===== src/rtl/pw_pkg.sv =====
package pw_pkg;
    typedef enum logic [1:0] {
        ACC_READ  = 2'd0,
        ACC_WRITE = 2'd1,
        ACC_FETCH = 2'd2,
        ACC_RSVD  = 2'd3
    } acc_e;

    typedef enum logic [2:0] {
        FLT_NONE       = 3'd0,
        FLT_NONCANON   = 3'd1,
        FLT_NOTPRESENT = 3'd2,
        FLT_WRPROT     = 3'd3,
        FLT_USER       = 3'd4,
        FLT_NOEXEC     = 3'd5
    } fault_e;

    localparam int ENT_P  = 0;
    localparam int ENT_RW = 1;
    localparam int ENT_US = 2;
    localparam int ENT_NX = 63;
endpackage


===== src/rtl/pw_canon_check.sv =====
module pw_canon_check #(
    parameter int VA_BITS = 48
) (
    input  logic [63:VA_BITS-1] upper_bits,
    output logic                ok
);
    // all copies of the top significant bit must agree
    always_comb begin
        ok = (&upper_bits) | ~(|upper_bits);
    end
endmodule


===== src/rtl/pw_addr_gen.sv =====
module pw_addr_gen #(
    parameter int PA_BITS   = 52,
    parameter int VA_BITS   = 48,
    parameter int PAGE_BITS = 12,
    parameter int IDX_BITS  = 9,
    parameter int LEVELS    = 4,
    parameter int LVL_W     = 2
) (
    input  logic [PA_BITS-PAGE_BITS-1:0] frame,
    input  logic [VA_BITS-PAGE_BITS-1:0] vpn,
    input  logic [LVL_W-1:0]             lvl,
    output logic [PA_BITS-1:0]           addr
);
    localparam int ENT_SHIFT = PAGE_BITS - IDX_BITS;

    logic [IDX_BITS-1:0] idx_by_lvl [LEVELS];
    logic [IDX_BITS-1:0] idx_sel;

    for (genvar g = 0; g < LEVELS; g++) begin : g_idx
        assign idx_by_lvl[g] = vpn[g*IDX_BITS +: IDX_BITS];
    end

    always_comb begin
        idx_sel = idx_by_lvl[lvl];
        addr    = {frame, idx_sel, {ENT_SHIFT{1'b0}}};
    end
endmodule


===== src/rtl/pw_perm_eval.sv =====
module pw_perm_eval
    import pw_pkg::*;
(
    input  logic       rw_all,
    input  logic       us_all,
    input  logic       nx_any,
    input  logic       user_mode,
    input  logic [1:0] acc,
    output fault_e     fault
);
    always_comb begin
        fault = FLT_NONE;
        if (acc_e'(acc) == ACC_WRITE && !rw_all) begin
            fault = FLT_WRPROT;
        end else if (user_mode && !us_all) begin
            fault = FLT_USER;
        end else if (acc_e'(acc) == ACC_FETCH && nx_any) begin
            fault = FLT_NOEXEC;
        end
    end
endmodule


===== src/rtl/page_walker.sv =====
module page_walker
    import pw_pkg::*;
#(
    parameter int VA_BITS   = 48,
    parameter int PA_BITS   = 52,
    parameter int PAGE_BITS = 12,
    parameter int IDX_BITS  = 9,
    parameter int LEVELS    = 4
) (
    input  logic               clk,
    input  logic               rst_n,
    input  logic [63:0]        root_reg,
    input  logic               req_valid,
    output logic               req_ready,
    input  logic [63:0]        req_laddr,
    input  logic [1:0]         req_acc,
    input  logic [1:0]         req_cpl,
    output logic               mem_req_valid,
    input  logic               mem_req_ready,
    output logic [PA_BITS-1:0] mem_req_addr,
    input  logic               mem_rsp_valid,
    input  logic [63:0]        mem_rsp_data,
    output logic               res_valid,
    output logic [PA_BITS-1:0] res_paddr,
    output logic [2:0]         res_fault,
    output logic [2:0]         res_level
);
    localparam int FRAME_W = PA_BITS - PAGE_BITS;
    localparam int VPN_W   = VA_BITS - PAGE_BITS;
    localparam int LVL_W   = $clog2(LEVELS);
    localparam int RLVL_W  = 3;

    typedef enum logic [1:0] {S_IDLE, S_ISSUE, S_WAIT, S_DONE} state_e;

    state_e               state, nxt;
    logic [VA_BITS-1:0]   laddr_q;
    logic [1:0]           acc_q;
    logic                 user_q;
    logic [LVL_W-1:0]     lvl_q;
    logic [FRAME_W-1:0]   base_q;
    logic                 rw_all_q, us_all_q, nx_any_q;
    fault_e               fault_q;
    logic [RLVL_W-1:0]    level_q;
    logic [PA_BITS-1:0]   paddr_q;

    logic                 canon_ok;
    logic                 ent_present;
    logic                 rw_nxt, us_nxt, nx_nxt;
    fault_e               perm_fault;
    logic                 last_lvl;
    logic                 unused_bits;

    pw_canon_check #(.VA_BITS(VA_BITS)) u_canon (
        .upper_bits (req_laddr[63:VA_BITS-1]),
        .ok         (canon_ok)
    );

    pw_addr_gen #(
        .PA_BITS(PA_BITS), .VA_BITS(VA_BITS), .PAGE_BITS(PAGE_BITS),
        .IDX_BITS(IDX_BITS), .LEVELS(LEVELS), .LVL_W(LVL_W)
    ) u_addr (
        .frame (base_q),
        .vpn   (laddr_q[VA_BITS-1:PAGE_BITS]),
        .lvl   (lvl_q),
        .addr  (mem_req_addr)
    );

    // flags folded with the entry now arriving
    always_comb begin
        ent_present = mem_rsp_data[ENT_P];
        rw_nxt      = rw_all_q & mem_rsp_data[ENT_RW];
        us_nxt      = us_all_q & mem_rsp_data[ENT_US];
        nx_nxt      = nx_any_q | mem_rsp_data[ENT_NX];
        last_lvl    = (lvl_q == '0);
    end

    pw_perm_eval u_perm (
        .rw_all    (rw_nxt),
        .us_all    (us_nxt),
        .nx_any    (nx_nxt),
        .user_mode (user_q),
        .acc       (acc_q),
        .fault     (perm_fault)
    );

    // state register
    always_ff @(posedge clk) begin
        if (!rst_n) state <= S_IDLE;
        else        state <= nxt;
    end

    always_comb begin
        nxt = state;
        unique case (state)
            S_IDLE:  if (req_valid) nxt = canon_ok ? S_ISSUE : S_DONE;
            S_ISSUE: if (mem_req_ready) nxt = S_WAIT;
            S_WAIT:  if (mem_rsp_valid) nxt = (!ent_present || last_lvl) ? S_DONE : S_ISSUE;
            S_DONE:  nxt = S_IDLE;
            default: nxt = S_IDLE;
        endcase
    end

    // outputs
    always_comb begin
        req_ready     = 1'b0;
        mem_req_valid = 1'b0;
        res_valid     = 1'b0;
        unique case (state)
            S_IDLE:  req_ready     = 1'b1;
            S_ISSUE: mem_req_valid = 1'b1;
            S_WAIT:  ;
            S_DONE:  res_valid     = 1'b1;
            default: ;
        endcase
        res_paddr = paddr_q;
        res_fault = fault_q;
        res_level = level_q;
    end

    // walk datapath
    always_ff @(posedge clk) begin
        if (!rst_n) begin
            laddr_q  <= '0;
            acc_q    <= '0;
            user_q   <= 1'b0;
            lvl_q    <= '0;
            base_q   <= '0;
            rw_all_q <= 1'b0;
            us_all_q <= 1'b0;
            nx_any_q <= 1'b0;
            fault_q  <= FLT_NONE;
            level_q  <= '0;
            paddr_q  <= '0;
        end else if (state == S_IDLE && req_valid) begin
            laddr_q  <= req_laddr[VA_BITS-1:0];
            acc_q    <= req_acc;
            user_q   <= (req_cpl == 2'd3);
            lvl_q    <= LVL_W'(LEVELS - 1);
            base_q   <= root_reg[PA_BITS-1:PAGE_BITS];
            rw_all_q <= 1'b1;
            us_all_q <= 1'b1;
            nx_any_q <= 1'b0;
            fault_q  <= canon_ok ? FLT_NONE : FLT_NONCANON;
            level_q  <= '0;
            paddr_q  <= '0;
        end else if (state == S_WAIT && mem_rsp_valid) begin
            if (!ent_present) begin
                fault_q <= FLT_NOTPRESENT;
                level_q <= RLVL_W'(lvl_q) + RLVL_W'(1);
            end else if (last_lvl) begin
                fault_q <= perm_fault;
                level_q <= RLVL_W'(1);
                if (perm_fault == FLT_NONE)
                    paddr_q <= {mem_rsp_data[PA_BITS-1:PAGE_BITS], laddr_q[PAGE_BITS-1:0]};
            end else begin
                rw_all_q <= rw_nxt;
                us_all_q <= us_nxt;
                nx_any_q <= nx_nxt;
                base_q   <= mem_rsp_data[PA_BITS-1:PAGE_BITS];
                lvl_q    <= lvl_q - LVL_W'(1);
            end
        end
    end

    assign unused_bits = ^{root_reg[63:PA_BITS], root_reg[PAGE_BITS-1:0],
                           mem_rsp_data[62:PA_BITS], mem_rsp_data[PAGE_BITS-1:3]};
endmodule


===== config.mk =====
export PLATFORM = sky130hd
export DESIGN_NAME = page_walker
export DESIGN_NICKNAME = d
export VERILOG_FILES = /design/src/rtl/pw_pkg.sv /design/src/rtl/pw_canon_check.sv /design/src/rtl/pw_addr_gen.sv /design/src/rtl/pw_perm_eval.sv /design/src/rtl/page_walker.sv
export SDC_FILE = /design/constraint.sdc
export NUM_CORES = 1
export LEC_CHECK = 0
export CAP_MARGIN = 20
export CORE_AREA = 2 2 137 139
export CTS_BUF_LIST = sky130_fd_sc_hd__clkbuf_4
export CTS_CLUSTER_SIZE = 8
export DETAILED_ROUTE_END_ITERATION = 16
export DIE_AREA = 0 0 139 141
export DONT_BUFFER_PORTS = 1
export HOLD_SLACK_MARGIN = 0.08
export PLACE_DENSITY_LB_ADDON = 0.1
export SLEW_MARGIN = 0
export SYNTH_ARGS = -nofsm -noshare
export SYNTH_HDL_FRONTEND = slang
export SYNTH_SLANG_ARGS = --single-unit
export TNS_END_PERCENT = 10

===== constraint.sdc =====
create_clock -name clk -period 4.2 [get_ports clk]
set_input_delay 0.84 -clock clk [delete_from_list [all_inputs] [get_ports clk]]
set_output_delay 0.84 -clock clk [all_outputs]
set_load 0.05 [all_outputs]

==> flow_summary.yaml, run 1 <==
outcome:
  status: "complete, no violations"
floorplanning:
  num_io_pins: 314
  dieArea_sq_mm: 0.0196
  die_w_microns: 139
  core_sq_mm: 0.0183
  dieHeight_microns: 141
  start_util: 0.342
  fp-row-count: 50
synthesis:
  syn_avg_cell_area_sq_um: 8.44
  synth_top_family_by_area: "simple AND/OR/NAND/NOR gates"
  synth_compound_area_frac: 0.156
  synth.top_cells.by_count: "220 x nand2_1, 156 x dfxtp_1, 112 x a21oi_1"
  yosysWarnings: 0
  synth_cell_types: 37
  synth.most_common_cell: "nand2_1"
  synth-seq-cells: 156
  yosysSeqAreaShare: 0.501
  synth_xor_area_frac: 0.00140
  syn_inst: 739
  yosys-top-cells-area: "dfxtp_1 50%, nand2_1 13%, a21oi_1 9.0%, mux2i_1 6.4%, a211oi_1 4.9%"
  async_reset_ff_frac: 0
  netlist.area_leader.share: 0.501
  synth-edff-count: 0
  yosys.area_share.simple: 0.192
  synthAdderAreaFrac: 0.00401
  synth_top_area_cell: "dfxtp_1"
  syn_area_sq_mm: 0.00624
  synthMuxAreaShare: 0.0967
  synthFlopType: "dfxtp_1"
global_routing:
  antenna_found_initial: 1
  grt_pass1_wl_microns: 26900
  grt_pass1_vias: 4804
  grt_use_total: 0.175
  overflow: 0
  grt_start_max_net_pins: 71
job:
  drv_cap: 0
cells_and_area:
  regArea_sq_mm: 0.00312
  drive_gt1_frac: 0.0789
  final_util: 0.367
  fillers: 1891
  final_area_sq_mm: 0.00671
  multi_input_area_sq_mm: 0.00284
  nNetsFinal: 914
  syn2layout_area_growth_pct: 7.48
setup_path:
  arrival_ns: 3.18
  crit_type: "flip-flop to flip-flop"
  cpMostUsedCell: "nand2_1"
  crit_family: "simple AND/OR/NAND/NOR gates"
  critPathMaxStageDelay_ns: 0.65
  critPathMaxFanout: 31
  cp-end-kind: "flip-flop"
  path_cells: "inv_1 > ha_1 > nand2_1 > a311oi_2 > nand3_2 > buf_4 > nand2_1 > a21oi_1"
  path_depth: 8
  reg2reg_depth: 8
  cp-start-kind: "flip-flop"
  crit_buf_inv: 2
  cp_slowest_cell: "nand3_2"
  required_ns: 4.60
placement:
  place_area_sq_mm: 0.00634
  place_congestion: 0.771
  hpwl_microns: 12500
  numPortBuffers: 0
timing:
  hold_viol: 0
  fin_crit_ns: 2.77
  relSlewSlack: 0.294
  fin_crit_sh: 0.661
  setup_viol: 0
  rsz0062_at_grt: "false"
  finalMaxSlewViolations: 0
  skew_ns: 0.0262
  fin_tns_setup_ns: 0
  worstMarginPinSlew_ns: 1.06
  max_clock_freq_ghz: 0.360
pwr:
  internal_power_uw: 2200
  clockPowerShare: 0.308
  peakVddDrop_mv: 0.182
  p_per_area_mw_per_mm2: 497
  p_seq_frac: 0.560
  pwr-share-comb: 0.133
  p_leak_uw: 0.00217
  p_sw_uw: 1130
  swShare: 0.339
  p_total_uw: 3330
clock_tree:
  clock_path_buffers: 2
  hold_buffers: 0
  htree_levels: 4
  path_clk_slew_ns: 0.12
  postCtsSetupBuffers: 0
  cts.sinks: 156
  cts_root_buf: "clkbuf_4"
  numCtsBuffers: 17
  clkLatencyLatePin_ns: 0.54
  ctsResizeCount: 0
  cts_tree: "yes"
worst_hold_path:
  hold_path.class: "input pin to flip-flop"
  min_path_cells: 2
drt:
  wl_microns: 17600
  drtIter0Drc: 173
  vias_per_cell: 5.22
  via_count: 5001
  wl_per_cell_microns: 18.4
  drc_errors: 0
  dr.pass1.iters: 4
  ant_nets: 0
## power groups by stage
| stage | combinational, uW | sequential (uW) | clock, uW |
|---|---|---|---|
| CTS | 441 | 1870 | 1070 |
| floorplan | 379 | 1870 | 0 |
| detailed placement | 439 | 1900 | 0 |
| global placement | 431 | 1900 | 0 |
| finish | 442 | 1870 | 1030 |
| global route | 496 | 1880 | 1140 |
## cells in the final DEF, fill, tap and decap left out, types with 2 or more instances in the layout
| cell | Yosys | final |
|---|---|---|
| nand4_1 | 5 | 5 |
| a21oi_1 | 112 | 112 |
| nor2_1 | 52 | 52 |
| buf_4 | 13 | 6 |
| clkinv_2 | 0 | 2 |
| a211oi_1 | 41 | 41 |
| nor2b_1 | 3 | 3 |
| o21ai_0 | 6 | 6 |
| clkinvlp_4 | 0 | 3 |
| clkinv_4 | 0 | 2 |
| inv_1 | 5 | 5 |
| nor4_1 | 4 | 4 |
| ha_1 | 2 | 2 |
| mux2i_1 | 40 | 40 |
| mux4_2 | 9 | 9 |
| dfxtp_1 | 156 | 156 |
| and2_1 | 3 | 2 |
| bufinv_16 | 0 | 4 |
| nand3_1 | 5 | 4 |
| buf_12 | 0 | 3 |
| a22oi_1 | 2 | 2 |
| conb_1 | 1 | 3 |
| diode_2 | 0 | 2 |
| clkbuf_4 | 0 | 17 |
| nand2_1 | 220 | 218 |
| inv_6 | 0 | 3 |
## kinds of logic (layout without fill, tap and decap cells)
group | Yosys count | in the layout
AOI/OAI and AO/OA | 168 | 168
buffers and inverters | 64 | 45
DFF | 156 | 156
xor gates and xnor gates | 1 | 1
muxes | 49 | 49
and+or+nand+nor | 298 | 298
other | 1 | 5
adders and majority gates | 2 | 2
## area by class of cell
type,count,share of cell area
clock inverter,13,0.0286
tap,234,0.0437
timing repair buffer,9,0.0157
sequential,156,0.466
inverter,6,0.00355
multi-input combinational,521,0.423
clock buffer,17,0.0190
antenna,2,0.000746
## path summary, 6_finish.rpt
check             start            to  slack [ns]
max            lvl_q[1]  res_paddr[9]        1.43
min               rst_n      state[0]        0.41
max reg2reg    lvl_q[1]  res_paddr[9]        1.43
min reg2reg  laddr_q[1]  res_paddr[1]        0.45
## flip-flops by register name, indices dropped and copies added (netlist names)
| register | cells |
|---|---|
| res_fault | 3 |
| acc_q | 2 |
| user_q | 1 |
| res_level | 3 |
| state | 2 |
| lvl_q | 2 |
| laddr_q | 48 |
| res_paddr | 52 |
| rw_all_q | 1 |
| us_all_q | 1 |
| nx_any_q | 1 |
| base_q | 40 |
## layer usage
layer | vias to the layer above | routed length [microns] | global-route usage
met4 | 0 | 298 | 0.0542
met3 | 17 | 1680 | 0.0822
li1 | 2439 | - | -
met1 | 2349 | 7070 | 0.198
met5 | - | 0 | 0
met2 | 196 | 8590 | 0.295
## stage by stage
stage	std cells	setup slack (ns)	hold slack [ns]
2_1_floorplan	741	1.91	0.432
3_3_place_gp	924	1.39	0.436
3_5_place_dp	924	1.34	0.444
4_1_cts	954	1.32	0.336
5_1_grt	958	1.17	0.336
6_report	958	1.43	0.410
Note: power is estimated with default switching activity, not from simulation.
==> run 2: changes to the inputs <==
==> constraint.sdc (replaced) <==
create_clock -name clk -period 2.5 [get_ports clk]
set_input_delay 0.5 -clock clk [delete_from_list [all_inputs] [get_ports clk]]
set_output_delay 0.5 -clock clk [all_outputs]
set_load 0.05 [all_outputs]
==> run 2 against run 1 <==
Final cell count rose by 13%. Highest routed layer unchanged. First-iteration DRC count is 6.9% lower. Via count rose by 9.4%. Die area unchanged. Final area grew 20%. Critical path depth decreased by 6. Sequential power is 67% higher. Register-to-register slack worse by 0.93 ns. Utilization is 7.2 points higher. Worst hold slack worse by 0.27 ns. Count of clock-buffer cells in the layout rose by 1. Global-route usage is 1.3 points higher.
==> flow_summary.yaml, run 2 (synthesized netlist as in run 1, its figures left out) <==
timing:
  fin_tns_setup_ns: 0
  worstMarginPinSlew_ns: 0.596
  skew_ns: 0.0239
  fin_ws_ns: 0.131
  setup_viol: 0
  finalMaxSlewViolations: 0
  max_clock_freq_ghz: 0.422
  fin_crit_sh: 0.948
  hold_viol: 0
  rsz0062_at_grt: "false"
  relSlewSlack: 0.602
  fin_crit_ns: 2.37
setup_path:
  critPathMaxStageDelay_ns: 0.72
  crit_family: "multiplexers"
  crit_buf_inv: 1
  worstReg2RegStart: "state[1]"
  cp-start-kind: "flip-flop"
  arrival_ns: 1.87
  required_ns: 2.00
  critPathMaxFanout: 12
  cp-end-kind: "primary output"
  cp_slowest_cell: "mux4_2"
  r2r_end: "res_paddr[40]"
  reg2reg_slack_ns: 0.50
  path_cells: "buf_4 > mux4_2"
  crit_type: "flip-flop to primary output"
  reg2reg_depth: 6
placement:
  place_area_sq_mm: 0.00647
  dp.cells: 933
  post-place-ws_ns: 0.517
  numPortBuffers: 0
  place_congestion: 0.777
  hpwl_microns: 12700
floorplanning:
  start_util: 0.342
  dieArea_sq_mm: 0.0196
  die_w_microns: 139
  num_io_pins: 314
  dieHeight_microns: 141
  core_sq_mm: 0.0183
  fp-row-count: 50
global_routing:
  grt_use_total: 0.188
  overflow: 0
  grt_pass1_vias: 5508
  grt_pass1_wl_microns: 29300
  grt_start_max_net_pins: 77
  antenna_found_initial: 1
clock_tree:
  clkLatencyLatePin_ns: 0.54
  path_clk_slew_ns: 0.13
  cts_tree: "yes"
  cts_root_buf: "clkbuf_4"
  cts.sinks: 156
  numCtsBuffers: 17
  htree_levels: 4
  ctsResizeCount: 0
  clock_path_buffers: 2
drt:
  wl_per_cell_microns: 17.3
  vias_per_cell: 5.03
  wl_microns: 18800
  drc_errors: 0
  drtIter0Drc: 161
  dr.pass1.iters: 6
  ant_nets: 0
  via_count: 5471
pwr:
  p_leak_uw: 0.00274
  peakVddDrop_mv: 0.505
  p_per_area_mw_per_mm2: 731
cells_and_area:
  layout_commonest_cell: "nand2_1"
  nNetsFinal: 1042
  largest_register_ffs: 52
  drive_gt1_frac: 0.0775
  layoutNonFillerInstCount: 1087
  syn2layout_area_growth_pct: 28.7
  layout_common_cells: "218 x nand2_1, 156 x dfxtp_1, 121 x dlygate4sd3_1, 112 x a21oi_1, 52 x nor2_1"
  final_area_sq_mm: 0.00803
worst_hold_path:
  min_path_cells: 2
  hold_path_end: "base_q[17]"
  hold_start: "root_reg[29]"
  hold_path.class: "input pin to flip-flop"
outcome:
  status: "complete, no violations"
job:
  drv_cap: 0
## run 2: cell type report
class	count	area, sq um
antenna	1	2.50
clock buffer	18	135
clock inverter	14	206
fill	1858	10200
inverter	6	23.8
multi-input combinational	521	2840
sequential	156	3120
tap	234	293
timing repair buffer	137	1410
## run 2: metrics by stage
stage	utilization	hold WS, ns	power (uW)
final	0.439	0.141	5870
after global routing	0.439	0.0829	6170
after CTS	0.435	0.0809	5950
after detailed placement	0.354	0.444	3970
after global placement	0.354	0.436	3950
after floorplan	-	0.432	3770
## run 2: how the worst max path moves through the flow
stage / start / cells after the start / to
2_1_floorplan: state[1] / 7 / res_paddr[23]
3_3_place_gp: state[1] / 6 / res_paddr[38]
3_5_place_dp: state[1] / 6 / res_paddr[40]
4_1_cts: lvl_q[0] / 2 / mem_req_addr[3]
5_1_grt: lvl_q[0] / 2 / mem_req_addr[11]
6_report: lvl_q[0] / 2 / mem_req_addr[3]
## run 2: repair_timing
item,in CTS,in global routing
buffers inserted,0,0
hold buffers,114,7
endpoints found under the hold margin,115,7
## run 2: per-layer routing
layer	vias up	global-route usage	share of wire	wire (microns)
met2	194	0.338	0.50	9480
met3	13	0.0683	0.079	1490
met1	2562	0.211	0.40	7580
li1	2702	-	-	-
met5	-	0	0	0
met4	0	0.0473	0.014	273
## run 2: where the power goes
part	leakage, uW	total (uW)	switching (uW)	internal [uW]
Sequential	0.00127	3130	462	2660
Combinational	0.00129	944	556	388
Clock	0.000179	1800	972	828
## run 2: worst reg2reg max path, delay by kind of cell (launching register included)
| kind | cells | cell delay [ns] |
|---|---|---|
| flops | 1 | 0.56 |
| simple gates | 3 | 0.57 |
| compound gates | 2 | 0.55 |
| buf+inv | 1 | 0.26 |
